<file path="src/rtl/i2c_reg_slave.sv">
module i2c_reg_slave #(
  parameter int         NREG       = 9,
  parameter logic [3:0] DEV_PREFIX = 4'b1010
) (
  input  logic       clk,
  input  logic       rst_n,
  input  logic       scl_i,
  input  logic       sda_i,
  input  logic [2:0] strap_i,
  input  logic       busy_i,
  output logic       sda_pull_o,
  output logic [3:0] reg_addr_o,
  output logic       reg_we_o,
  output logic [7:0] reg_wdata_o,
  output logic       reg_re_o,
  input  logic [7:0] reg_rdata_i
);
  localparam int AW = 4;
  localparam logic [AW-1:0] LAST = AW'(NREG - 1);

  typedef enum logic [2:0] {S_IDLE, S_ID, S_ADDR, S_WR, S_RD, S_WAIT} st_t;

  st_t           state;
  logic [1:0]    scl_s, sda_s;
  logic          scl_q, sda_q;
  logic [3:0]    cnt;
  logic [7:0]    shreg, txsh;
  logic [AW-1:0] ptr;
  logic          pull;

  wire scl = scl_s[1];
  wire sda = sda_s[1];
  wire scl_rise = scl & ~scl_q;
  wire scl_fall = ~scl & scl_q;
  wire start_c  = scl & scl_q & sda_q & ~sda & ~busy_i;
  wire stop_c   = scl & scl_q & ~sda_q & sda;
  wire active   = (state == S_ID) || (state == S_ADDR) || (state == S_WR) || (state == S_RD);
  wire slot_beg = active & scl_fall & (cnt == 4'd8);
  wire slot_end = active & scl_fall & (cnt == 4'd9);
  wire id_ok    = shreg[7:1] == {DEV_PREFIX, strap_i};
  wire addr_ok  = 32'(shreg) < NREG;
  wire [AW-1:0] ptr_next = (ptr == LAST) ? '0 : ptr + 1'b1;

  assign sda_pull_o  = pull;
  assign reg_addr_o  = ptr;
  assign reg_wdata_o = shreg;
  assign reg_we_o    = slot_beg & (state == S_WR) & ~busy_i;
  assign reg_re_o    = slot_end & (state == S_RD) & ~shreg[0];

  always_ff @(posedge clk or negedge rst_n) begin
    if (!rst_n) begin
      scl_s <= 2'b11;
      sda_s <= 2'b11;
      scl_q <= 1'b1;
      sda_q <= 1'b1;
    end else begin
      scl_s <= {scl_s[0], scl_i};
      sda_s <= {sda_s[0], sda_i};
      scl_q <= scl;
      sda_q <= sda;
    end
  end

  always_ff @(posedge clk or negedge rst_n) begin
    if (!rst_n) begin
      state <= S_IDLE;
      cnt   <= '0;
      shreg <= '0;
      txsh  <= '0;
      ptr   <= '0;
      pull  <= 1'b0;
    end else if (start_c) begin
      state <= S_ID;
      cnt   <= '0;
      pull  <= 1'b0;
    end else if (stop_c) begin
      state <= S_IDLE;
      cnt   <= '0;
      pull  <= 1'b0;
    end else if (active) begin
      if (scl_rise) begin
        shreg <= {shreg[6:0], sda};
        if (cnt != 4'd9) cnt <= cnt + 4'd1;
      end else if (scl_fall) begin
        if (cnt == 4'd8) begin
          case (state)
            S_ID: begin
              pull  <= id_ok;
              state <= !id_ok ? S_WAIT : (shreg[0] ? S_RD : S_ADDR);
            end
            S_ADDR: begin
              pull <= addr_ok;
              if (addr_ok) begin
                ptr   <= shreg[AW-1:0];
                state <= S_WR;
              end else state <= S_WAIT;
            end
            S_WR: begin
              pull <= ~busy_i;
              if (busy_i) state <= S_WAIT;
              else        ptr   <= ptr_next;
            end
            default: pull <= 1'b0;
          endcase
        end else if (cnt == 4'd9) begin
          cnt <= '0;
          if (state == S_RD && !shreg[0]) begin
            txsh <= reg_rdata_i;
            pull <= ~reg_rdata_i[7];
            ptr  <= ptr_next;
          end else begin
            pull <= 1'b0;
            if (state == S_RD) state <= S_WAIT;
          end
        end else if (cnt != 4'd0 && state == S_RD) begin
          pull <= ~txsh[6];
          txsh <= {txsh[6:0], 1'b0};
        end
      end
    end
  end

  a_r9_pull_moves_scl_low: assert property (@(posedge clk) disable iff (!rst_n)
    (pull != $past(pull)) |-> ($past(!scl) || $past(start_c || stop_c)));
  a_r6_released_when_waiting: assert property (@(posedge clk) disable iff (!rst_n)
    (state == S_IDLE || state == S_WAIT) |-> !sda_pull_o);
  a_r4_ptr_in_range: assert property (@(posedge clk) disable iff (!rst_n)
    32'(reg_addr_o) < NREG);
  a_r4_wrap_after_last: assert property (@(posedge clk) disable iff (!rst_n)
    (reg_we_o && reg_addr_o == LAST) |=> reg_addr_o == '0);
  a_r3_one_strobe: assert property (@(posedge clk) disable iff (!rst_n)
    !(reg_we_o && reg_re_o));
  a_r8_busy_start_ignored: assert property (@(posedge clk) disable iff (!rst_n)
    (busy_i && scl && scl_q && sda_q && !sda) |=> $stable(state));
endmodule

</file>
<file path="config.mk">
export PLATFORM = sky130hd
export DESIGN_NAME = i2c_reg_slave
export DESIGN_NICKNAME = d
export VERILOG_FILES = /design/src/rtl/i2c_reg_slave.sv
export SDC_FILE = /design/constraint.sdc
export NUM_CORES = 1
export LEC_CHECK = 0
export ABC_CLOCK_PERIOD_IN_PS = 2009
export CORE_AREA = 4 4 70 78
export CTS_BUF_LIST = sky130_fd_sc_hd__clkbuf_16
export CTS_CLUSTER_SIZE = 16
export DETAILED_ROUTE_END_ITERATION = 7
export DIE_AREA = 0 0 74 82
export DONT_BUFFER_PORTS = 1
export RECOVER_POWER = 25
export SYNTH_ARGS = -nofsm -noshare
export SYNTH_HDL_FRONTEND = slang
export SYNTH_SLANG_ARGS = --single-unit
</file>
<file path="constraint.sdc">
create_clock -name clk -period 2.01 [get_ports clk]
set_input_delay 0.201 -clock clk [delete_from_list [all_inputs] [get_ports clk]]
set_output_delay 0.201 -clock clk [all_outputs]
set_load 0.01 [all_outputs]
</file>
**Word-level counts from Yosys, hierarchy flattened**

Cells that the tools add are included.

- Add/subtract/negate cells: 2
- Multipliers: 0
- Div/mod/pow operators: 0
- $lt $le $gt $ge: 1
- Equality and inequality tests: 19
- Shift-type cells: 0
- Mux-type cells: 42
- Bitwise operators: 27
- Reduce and logical (&&, ||, !) cells: 23

Operators by type and width:

| kind | number |
|---|---|
| $mux W4 | 14 |
| $mux W3 | 13 |
| $mux W7 | 3 |
| $reduce_bool A4 Y1 | 5 |
| $reduce_and A8 Y1 | 2 |
| $and A1 B1 Y1 | 15 |
| $eq A4 B4 Y1 const B | 3 |
| $ne A4 B4 Y1 const B | 3 |
| $not A1 Y1 | 12 |
| $reduce_and A10 Y1 | 1 |
| $mux W1 | 9 |
| $ne A3 B3 Y1 const B | 3 |
| $pmux W3 S3 | 1 |
| $add A4 B1 Y4 const B | 2 |
| $lt A8 B4 Y1 const B | 1 |
| $pmux W4 S2 | 1 |
| $reduce_and A4 Y1 | 2 |
| $eq A7 B7 Y1 | 1 |
| $eq A3 B2 Y1 const B | 2 |
| $ne A6 B6 Y1 const B | 1 |
| $reduce_bool A2 Y1 | 3 |
| $reduce_bool A3 Y1 | 2 |
| $ne A5 B5 Y1 const B | 1 |
| $reduce_and A5 Y1 | 1 |
| other kinds (10) | 13 |

- Register bits: 33
- Bits in latches: 0
- RAM bits: 0
- Bits in read-only memories: 0
- Memories kept: 0

**Longest topological paths before layout**

Gate-level depths: netlist of run 1.

- Depth in word-level cells: 10
- Gate-level depth with buffers: 9
- Depth with buffers taken out: 7

**Worst setup path after synthesis of run 1**

OpenSTA, ideal clock, no wires.

- Kind: flip-flop to flip-flop
- Start point: register scl_q
- End point: register state[0]
- Setup time: 0.125 ns
- Arrival: 1.762 ns
- Data required time: 1.885 ns
- Setup slack: 0.124 ns
- Stages on the path, launching flop included: 7
- Period minus slack after synthesis: 1.886 ns
- Path through: dfstp_2 > inv_1 > ha_1 > and4bb_2 > o21ai_1 > a22oi_2 > mux2_2

- Longest elaborated chain between the ends: 6
- Elaborated cells between the ends (all ways): 20
- Classes of those cells: eq/ne (4); mux (2); bitwise (9); reduce/logical (5)

RTL lines:

| element | RTL line | text |
|---|---|---|
| from (decl) | 25 | `logic scl_q, sda_q;` |
| from (signal assigned) | 59 | `scl_q <= scl;` |
| $and A1 B1 Y1 | 35, 36 |  |
| $and A1 B1 Y1 (3 in series) | 35 | `wire start_c = scl & scl_q & sda_q & ~sda & ~busy_i;` |
| $ne A6 B6 Y1 (no line) (tied with other cells) | -- |  |
| $reduce_and A8 Y1 (no line) | -- |  |
| to (signal assigned) | 89 | `state <= !id_ok ? S_WAIT : (shreg[0] ? S_RD : S_ADDR);` |
| to (decl) | 23 | `st_t state;` |

Parallel ways exist; a longest one is shown, timed or not.
A chain may end at the register's enable or synchronous reset.

**Final worst setup path of run 1**

- Start point: register cnt[0]
- End point: output port reg_we_o

- Longest elaborated chain between the ends: 4

RTL lines:

| element | RTL line | text |
|---|---|---|
| from (decl) | 26 | `logic [3:0] cnt;` |
| from (signal assigned) | 83 | `if (cnt != 4'd9) cnt <= cnt + 4'd1;` |
| $eq A4 B4 Y1 | 38 | `wire slot_beg = active & scl_fall & (cnt == 4'd8);` |
| $and A1 B1 Y1 | 38 |  |
| $and A1 B1 Y1 (2 in series) | 47 | `assign reg_we_o = slot_beg & (state == S_WR) & ~busy_i;` |
| to (decl) | 13 | `output logic reg_we_o,` |

Every way passes these cells.

==> results_dict.tcl, run 1 <==
set metrics [dict create \
    syn-num-nets 218 \
    grt_usage_pct 16.40 \
    grt_overflow_total 0 \
    diodes 0 \
    grt_max_degree 34 \
    peakVddDrop_v 0.0003742 \
    reg2reg_slack_ps 100 \
    slew_headroom_pct 42.29 \
    cp_data_required_time_ps 1810 \
    crit_type "flop to primary output" \
    cts_tree "yes" \
    synth_edf_count 0 \
    clkTransAtPathRegs_ps 50 \
    r2r_start "reg_wdata_o[4]" \
    gp_congestion 0.8934 \
    leakage_nw 1.009 \
    worst-slew-pin-transition_ps 865.7 \
    cts-root-buf "clkbuf_16" \
    drv_slew 0 \
    min_to "txsh[0]" \
    drt_iter0_drc 50 \
    mostFrequentLayoutCells "dfrtp_1, nand2_1, buf_4" \
    vias 1552 \
    grt_busiest_layer "met2" \
    fin_nets 241 \
    dr.pass1.iters 6 \
    powerDensity_nw_per_um2 837.8 \
    grt_pass1_vias 1585 \
    synthSimpleGateAreaFrac_pct 20.88 \
    setup_viol 0 \
    ant_nets 0 \
    dpl_cell_area_um2 2197 \
    grt_antenna_before_repair 0 \
    fin_tns_setup_ps 0 \
    fin_worst_skew_ps 5.212 \
    use_met2_pct 29.43 \
    cts_max_level 2 \
    fp.dieArea_um2 6068 \
    fp.dieH_um 82 \
    syn_to_final_growth_pct 18.14 \
    synth_top_family_by_area "simple AND/OR/NAND/NOR gates" \
    viasPerCell 5.664 \
    yosys_warnings 0 \
    synthAdderAreaFrac_pct 4.869 \
    cp-end-kind "primary output" \
    synth_seq_cells 33 \
    async_flop_share_pct 100.0 \
    syn_avg_cell_area_um2 10.60 \
    core.rowCount 26 \
    synth_ff_type "dfrtp_1" \
    outcome "finished, final reports clean" \
    final_common_cell "dfrtp_1" \
    min_path_cells 2 \
    netlist_instances 194 \
    synth_seq_area_share_pct 40.54 \
    use_met3_pct 5.753 \
    drt-total-wl_um 4632 \
    drt-wirelength-per-cell_um 16.91 \
    port_buffers 0 \
    cp_max_fo 5 \
    crit_path_start_kind "flop" \
    grt_pass1_wl_um 7590 \
    r2r-end "reg_addr_o[2]" \
    muxShareOfSynthArea_pct 11.38 \
    post-route-period-util_pct 96.01 \
    cts_sinks 33 \
    reg2reg_depth 5 \
    drc 0 \
    maxCapViolCount 0 \
    finalInstanceArea_um2 2429 \
    dp_hpwl_um 3468 \
    worstHoldStart "reg_rdata_i[0]" \
    syn-cell-area_um2 2056 \
    clk-insertion-delay-late_ps 280 \
    core-area_um2 4652 \
    fmax_mhz 518.2 \
    hold_path_class "input pin to flop" \
    whs_ps 56.10 \
    synth_xor_area_share_pct 1.704 \
    rsz0062_at_grt "true" \
    yosys.cell_types.count 55 \
    final_hold_viol_count 0 \
    final_layout_size_suffix_gt1_share_pct 30.73 \
    cts-buffers-inserted 5 \
    initial_core_util_pct 44.19 \
    period_needed_ps 1930 \
    crit_arrival_ps 1730 \
    grt_use_met1_pct 18.09 \
    ios 31 \
    synth-compound-area-share_pct 16.25 \
    cts_max_path_buffers 2 \
    die_w_um 74 \
]
[flip-flops by register name, summed over array words and instances, names as in the netlist]
signal,count
scl_s,2
sda_pull_o,1
cnt,4
scl_q,1
txsh,7
state,3
reg_wdata_o,8
sda_q,1
reg_addr_o,4
sda_s,2
[layout make-up]
class | instances | area (um^2)
fill | 418 | 2223
clock inverter | 3 | 12.51
sequential | 33 | 833.3
tap | 56 | 70.07
inverter | 9 | 33.78
clock buffer | 5 | 125.1
multi-input combinational | 145 | 1176
timing repair buffer | 23 | 177.7
[repair_timing]
| action | 4_1_cts | 5_1_grt |
|---|---|---|
| hold buffers | 4 | 0 |
| endpoints found under the hold margin | 35 | 0 |
| pin swaps | 0 | 3 |
| resized for setup | 1 | 7 |
| endpoints found under the setup margin | 1 | 16 |
| buffers inserted | 0 | 2 |
[power breakdown]
part           switching [mW]  total [mW]  internal [mW]  leakage, nW
Combinational           0.237       0.467          0.230        0.517
Clock                   0.271       0.718          0.447       0.0687
Sequential              0.103       0.849          0.746        0.423
[metrics by stage]
stage	worst slack, ps	util [%]	power [mW]	cells
global route	-2.659	52.21	2.124	274
floorplan	123.7	-	1.143	194
detailed placement	0.4505	47.23	1.305	260
CTS	2.901	51.51	2.059	272
finish	80.19	52.21	2.035	274
global placement	58.24	47.23	1.286	260
[critical path, stage by stage, from the launching register on]
cell and delay [ps]:
dfrtp_1 420, inv_1 90, ha_2 220, nand3b_1 180, nor3_1 300, and2_1 240
[synthesized netlist by cell type (3+ instances only)]
library cell  number  area [um^2]
nand3_1            4        20.02
a21oi_1            3        15.01
buf_2              3        15.01
nand2_1           20        75.07
nand2b_1           3        18.77
mux2_4             8        120.1
o21ai_2            3        26.28
dfrtp_1           27        675.7
xor2_1             3        26.28
ha_1               8        100.1
nand3b_1           3        22.52
mux2i_1            8        80.08
o21ai_0            7        35.03
buf_6              3        33.78
a22o_1             3        26.28
nor3b_1            3        22.52
nor2_1             6        22.52
nor2b_1            4        25.02
inv_1              9        33.78
and2_1             4        25.02
dfstp_2            6        157.7
nor3_1             6        30.03
o21ai_1           10        50.05
[logic make-up (layout without fill, tap and decap cells)]
| logic type | Yosys count | after routing |
|---|---|---|
| and+or+nand+nor | 71 | 71 |
| AOI/OAI and AO/OA | 43 | 43 |
| DFF | 33 | 33 |
| muxes | 19 | 19 |
| buffers and inverters | 16 | 40 |
| adders and majority gates | 8 | 8 |
| xor gates and xnor gates | 4 | 4 |
[worst max path at each step]
stage,to,depth (start not counted),slack [ps],from
floorplan,state[0],6,120,scl_q
global placement,reg_wdata_o[4],5,60,sda_s[1]
detailed placement,txsh[5],7,0.5,scl_q
CTS,reg_we_o,5,3,cnt[0]
global route,reg_we_o,5,-3,cnt[0]
finish,reg_we_o,5,80,cnt[0]
[layer usage]
metal | part of all wire [%] | vias to the layer above
li1 | - | 748
met1 | 41 | 760
met2 | 52 | 36
met3 | 5.7 | 8
met4 | 1.7 | 0
met5 | 0 | -
(Power assumes the default switching activity.)
==> run 2: changes to the inputs <==
Settings changed: SETUP_SLACK_MARGIN set to 0.4.
==> run 2 against run 1 <==
  * First-iteration DRC count is 140% higher
  * Sequential share of layout area fell by 4.9 points
  * Clock-buffer cell count unchanged
  * Worst hold slack better by 15 ps
  * Cell area grew 17%
  * Sequential power increased by 4.6%
  * Global-route usage rose by 1.2 points
  * Clock power is essentially flat
  * Setup slack improved by 67 ps
  * Via count rose by 7.6%
  * Register-to-register slack improved by 50 ps
  * Critical path type is now flop to flop
  * Critical endpoint is now reg_addr_o[2]
==> results_dict.tcl, run 2 (synthesis gave the netlist of run 1 again) <==
set metrics [dict create \
    fin_tns_setup_ps 0 \
    ant_nets 0 \
    final_common_cell "buf_4" \
    maxCapViolCount 0 \
    dr.pass1.iters 6 \
    initial_core_util_pct 44.19 \
    worst-path-buf-inv 0 \
    setup_viol 0 \
    crit_arrival_ps 2010 \
    fp.dieArea_um2 6068 \
    crit_chain "or4_4 > o311ai_4 > nand3_1 > o31ai_2 > o21ai_1" \
    cts-buffers-inserted 5 \
    cts-root-buf "clkbuf_16" \
    crit_path_start_kind "flop" \
    fin_nets 260 \
    final_hold_viol_count 0 \
    outcome "finished, final reports clean" \
    leakage_nw 1.158 \
    die_w_um 74 \
    cp_max_fo 5 \
    fin_worst_skew_ps 2.634 \
    syn_to_final_growth_pct 38.77 \
    core.rowCount 26 \
    p_total_mw 2.208 \
    grt_pass1_wl_um 8355 \
    grt_overflow_total 0 \
    grt_usage_pct 17.56 \
    cts_tree "yes" \
    largest_reg_flops 8 \
    worstHoldStart "reg_rdata_i[0]" \
    cts_sinks 33 \
    diodes 0 \
    mostFrequentLayoutCells "buf_4, dfrtp_1, nand2_1" \
    core-area_um2 4652 \
    cpPeakStageDelay_ps 570 \
    hold_path_class "input pin to flop" \
    post-route-period-util_pct 92.67 \
    cts_max_level 2 \
    period_needed_ps 1863 \
    crit_type "flop to flop" \
    final_layout_size_suffix_gt1_share_pct 52.32 \
    dp_hpwl_um 3073 \
    drv_slew 0 \
    cp-end-kind "flop" \
    cp_slowest_cell "or4_4" \
    dp.cells 256 \
    peakVddDrop_v 0.0005275 \
    rsz0062_at_grt "true" \
    vias 1670 \
    grt_antenna_before_repair 0 \
    grt_max_degree 34 \
    slew_headroom_pct 45.40 \
    r2r_start "reg_wdata_o[6]" \
    clkTransAtPathRegs_ps 50 \
    gp_congestion 0.8560 \
    clk-insertion-delay-late_ps 280 \
    cts_max_path_buffers 2 \
    min_to "txsh[0]" \
    port_buffers 0 \
    fp.dieH_um 82 \
    drt-wirelength-per-cell_um 17.15 \
    drc 0 \
    critPathTopFamily "simple AND/OR/NAND/NOR gates" \
    grt_pass1_vias 1754 \
    viasPerCell 5.700 \
    reg2reg_slack_ps 150 \
    finalNonFillerCells 293 \
    ios 31 \
    r2r-end "reg_addr_o[2]" \
    drt-total-wl_um 5025 \
    cp_data_required_time_ps 2160 \
    min_path_cells 2 \
    powerDensity_nw_per_um2 774.0 \
    drt_iter0_drc 121 \
    worst-slew-pin-transition_ps 818.9 \
    reg2reg_depth 5 \
    fmax_mhz 536.9 \
]
## run 2: cell count changes in the layout (fill, tap and decap cells not counted), sizes merged
| cell | before | now |
|---|---|---|
| clkinv | 3 | 2 |
| buf | 19 | 38 |
| inv | 9 | 10 |
## run 2: worst max path at each step
| stage | from | end | depth (start not counted) |
|---|---|---|---|
| 6_report | reg_wdata_o[6] | reg_addr_o[2] | 5 |
| 3_5_place_dp | cnt[0] | reg_addr_o[0] | 7 |
| 3_3_place_gp | sda_s[1] | reg_wdata_o[4] | 6 |
| 4_1_cts | reg_wdata_o[6] | reg_addr_o[2] | 5 |
| 2_1_floorplan | scl_q | state[1] | 6 |
| 5_1_grt | reg_wdata_o[6] | reg_addr_o[2] | 5 |
## run 2: power by group
| group | switching (mW) | internal (mW) | total, mW |
|---|---|---|---|
| Clock | 0.269 | 0.449 | 0.718 |
| Sequential | 0.139 | 0.749 | 0.888 |
| Combinational | 0.263 | 0.339 | 0.603 |
| Total | 0.671 | 1.54 | 2.21 |
## run 2: timing repair
action,4_1_cts,5_1_grt
cloned,1,0
gates resized for setup,38,30
setup buffers,14,10
hold endpoints to repair,35,0
pin swaps,22,19
endpoints found under the setup margin,29,29
hold buffers,4,0
## run 2: worst reg2reg max path, stage by stage, from the launching register on
cell	delay, ps
dfrtp_2	450
or4_4	570
o311ai_4	300
nand3_1	140
o31ai_2	190
o21ai_1	100
## run 2: per-stage QoR
| stage | hold slack [ps] | area [um^2] | util, % | worst slack [ps] |
|---|---|---|---|---|
| global placement | -93.66 | 2212 | 47.55 | 108.5 |
| global route | 76.15 | 2853 | 61.32 | 45.05 |
| CTS | 66.12 | 2669 | 57.37 | 154.7 |
| finish | 71.59 | 2853 | 61.32 | 147.3 |
| floorplan | -94.59 | 2105 | - | 185.1 |
| detailed placement | -93.57 | 2212 | 47.55 | 71.96 |
## run 2: layout make-up
type	instances	area, um^2
flip-flops and latches	33	839.6
multi-input cells	145	1416
inverters	9	33.78
well taps	56	70.07
clock buffers	5	125.1
clock inverters	3	13.76
fillers	342	1799
repair buffers	42	354.1
## run 2: per-layer routing
metal	routed length, um	global-route usage [%]	vias to the layer above	share of wire (%)
met5	0	0	-	0
met4	52	3.986	0	1.0
met3	252	4.651	6	5.0
met2	2630	30.59	42	52
met1	2090	21.54	839	42
li1	-	-	783	-
==> run 3: changes to the inputs <==
--- a/constraint.sdc
+++ b/constraint.sdc
@@ -3,2 +3,2 @@
 set_output_delay 0.201 -clock clk [all_outputs]
-set_load 0.01 [all_outputs]
+set_load 0.005 [all_outputs]
==> run 3 against run 2 <==
  * Die area unchanged
  * Register-to-register slack got worse by 20 ps
  * Power increased by 3.8%
  * Maximum frequency decreased by 1.2%
  * Clock-buffer cell count unchanged
  * First-iteration DRC count decreased by 21%
  * Setup slack got worse by 23 ps
  * Sequential power about the same
  * Wire length increased by 4.8%
  * Critical path depth unchanged
  * Clock skew increased by 4.8 ps
  * Core utilization unchanged
  * Critical endpoint unchanged
==> results_dict.tcl, run 3 (synthesis gave the netlist of run 1 again) <==
set metrics [dict create \
    outcome "finished, final reports clean" \
    drt-wirelength-per-cell_um 18.47 \
    diodes 0 \
    grt_pass1_vias 1661 \
    die_w_um 74 \
    core-area_um2 4652 \
    grt_usage_pct 18.17 \
    drt_iter0_drc 96 \
    finalNonFillerCells 285 \
    dp.cells 254 \
    cp-end-kind "flop" \
    setup_viol 0 \
    worst-slew-pin-transition_ps 859.2 \
    powerDensity_nw_per_um2 803.5 \
    maxCapViolCount 0 \
    cts-buffers-inserted 5 \
    peakVddDrop_v 0.0004606 \
    port_buffers 0 \
    p_total_mw 2.292 \
    fmax_mhz 530.4 \
    mostFrequentLayoutCells "buf_4, dfrtp_1, nand2_1" \
    fin_util_pct 61.32 \
    final_common_cell "buf_4" \
    crit_arrival_ps 2040 \
    largest_reg_flops 8 \
    cts_max_level 2 \
    final_layout_size_suffix_gt1_share_pct 50.66 \
    period_needed_ps 1886 \
    crit_type "flop to flop" \
    gp_congestion 0.8456 \
    clkTransAtPathRegs_ps 50 \
    viasPerCell 5.733 \
    post-route-period-util_pct 93.81 \
    cts_tree "yes" \
    grt_max_degree 34 \
    crit_path_start_kind "flop" \
    rsz0062_at_grt "true" \
    hold_path_class "input pin to flop" \
    dp_slack_ps 76.28 \
    vias 1634 \
    initial_core_util_pct 44.19 \
    cts_max_path_buffers 2 \
    fin_tns_setup_ps 0 \
    fin_ws_ps 124.5 \
    fp.dieArea_um2 6068 \
    cp_max_fo 5 \
    cts_sinks 33 \
    slew_headroom_pct 42.72 \
    dp_hpwl_um 3326 \
    final_hold_viol_count 0 \
    grt_overflow_total 0 \
    grt_pass1_wl_um 8321 \
    drc 0 \
    grt_antenna_before_repair 0 \
    cts-root-buf "clkbuf_16" \
    ant_nets 0 \
    syn_to_final_growth_pct 38.77 \
    cp_data_required_time_ps 2170 \
    clk-insertion-delay-late_ps 280 \
    fin_worst_skew_ps 7.439 \
    drv_slew 0 \
    dr.pass1.iters 4 \
    fp.dieH_um 82 \
    ios 31 \
    leakage_nw 1.140 \
    fin_nets 252 \
    core.rowCount 26 \
    drt-total-wl_um 5265 \
]
## run 3: cell types whose count changed in the layout (fill, tap and decap cells not counted), sizes merged
| cell | before | now |
|---|---|---|
| clkinv | 2 | 1 |
| bufinv | 0 | 1 |
| clkinvlp | 0 | 1 |
| inv | 10 | 9 |
| buf | 38 | 30 |
## run 3: final timing paths
check / start / end / slack (ps) / cells past startpoint
setup reg to reg: reg_wdata_o[4] / reg_addr_o[2] / 120 / 5
hold / removal: reg_rdata_i[0] / txsh[0] / 60 / 2
hold reg to reg: sda_s[0] / sda_s[1] / 360 / 0
max in group asynchronous: rst_n / state[2] / 810 / 2
setup / recovery: reg_wdata_o[4] / reg_addr_o[2] / 120 / 5
min in group asynchronous: rst_n / sda_pull_o / 600 / 2
## run 3: layout make-up
type / count / area, um^2
clock buffers: 5 / 125.1
clock inverters: 3 / 41.29
fillers: 368 / 1799
inverters: 9 / 33.78
multi-input cells: 145 / 1426
flip-flops and latches: 33 / 840.8
well taps: 56 / 70.07
repair buffers: 34 / 315.3
## run 3: worst max-delay path, cell delays in order (launching register included)
cell	delay, ps
dfrtp_2	440
or4_4	560
o311ai_4	300
nand3_1	120
o31ai_1	230
o21ai_1	100
## run 3: stage by stage
stage | hold slack [ps] | area (um^2)
after detailed placement | -93.76 | 2210
after global routing | 59.14 | 2853
after floorplan | -94.59 | 2105
final | 63.72 | 2853
after CTS | 50.07 | 2760
after global placement | -93.78 | 2210
## run 3: report_power, final
group	leakage, nW	total (mW)	internal, mW	switching [mW]
clock network	0.0775	0.868	0.580	0.288
logic	0.646	0.533	0.279	0.254
registers	0.417	0.891	0.750	0.141
total	1.14	2.29	1.61	0.683
## run 3: per-layer routing
| layer | track usage, % | share of wire [%] |
|---|---|---|
| met1 | 20.69 | 39 |
| met5 | 0 | 0 |
| met2 | 31.38 | 52 |
| met4 | 7.790 | 1.9 |
| met3 | 5.263 | 6.6 |
## run 3: repair_timing
item	in CTS	in global routing
pin swaps	23	11
hold endpoints to repair	35	0
gates resized for setup	48	21
gates cloned	1	0
hold buffers	4	0
endpoints found under the setup margin	29	29
setup buffers	14	4
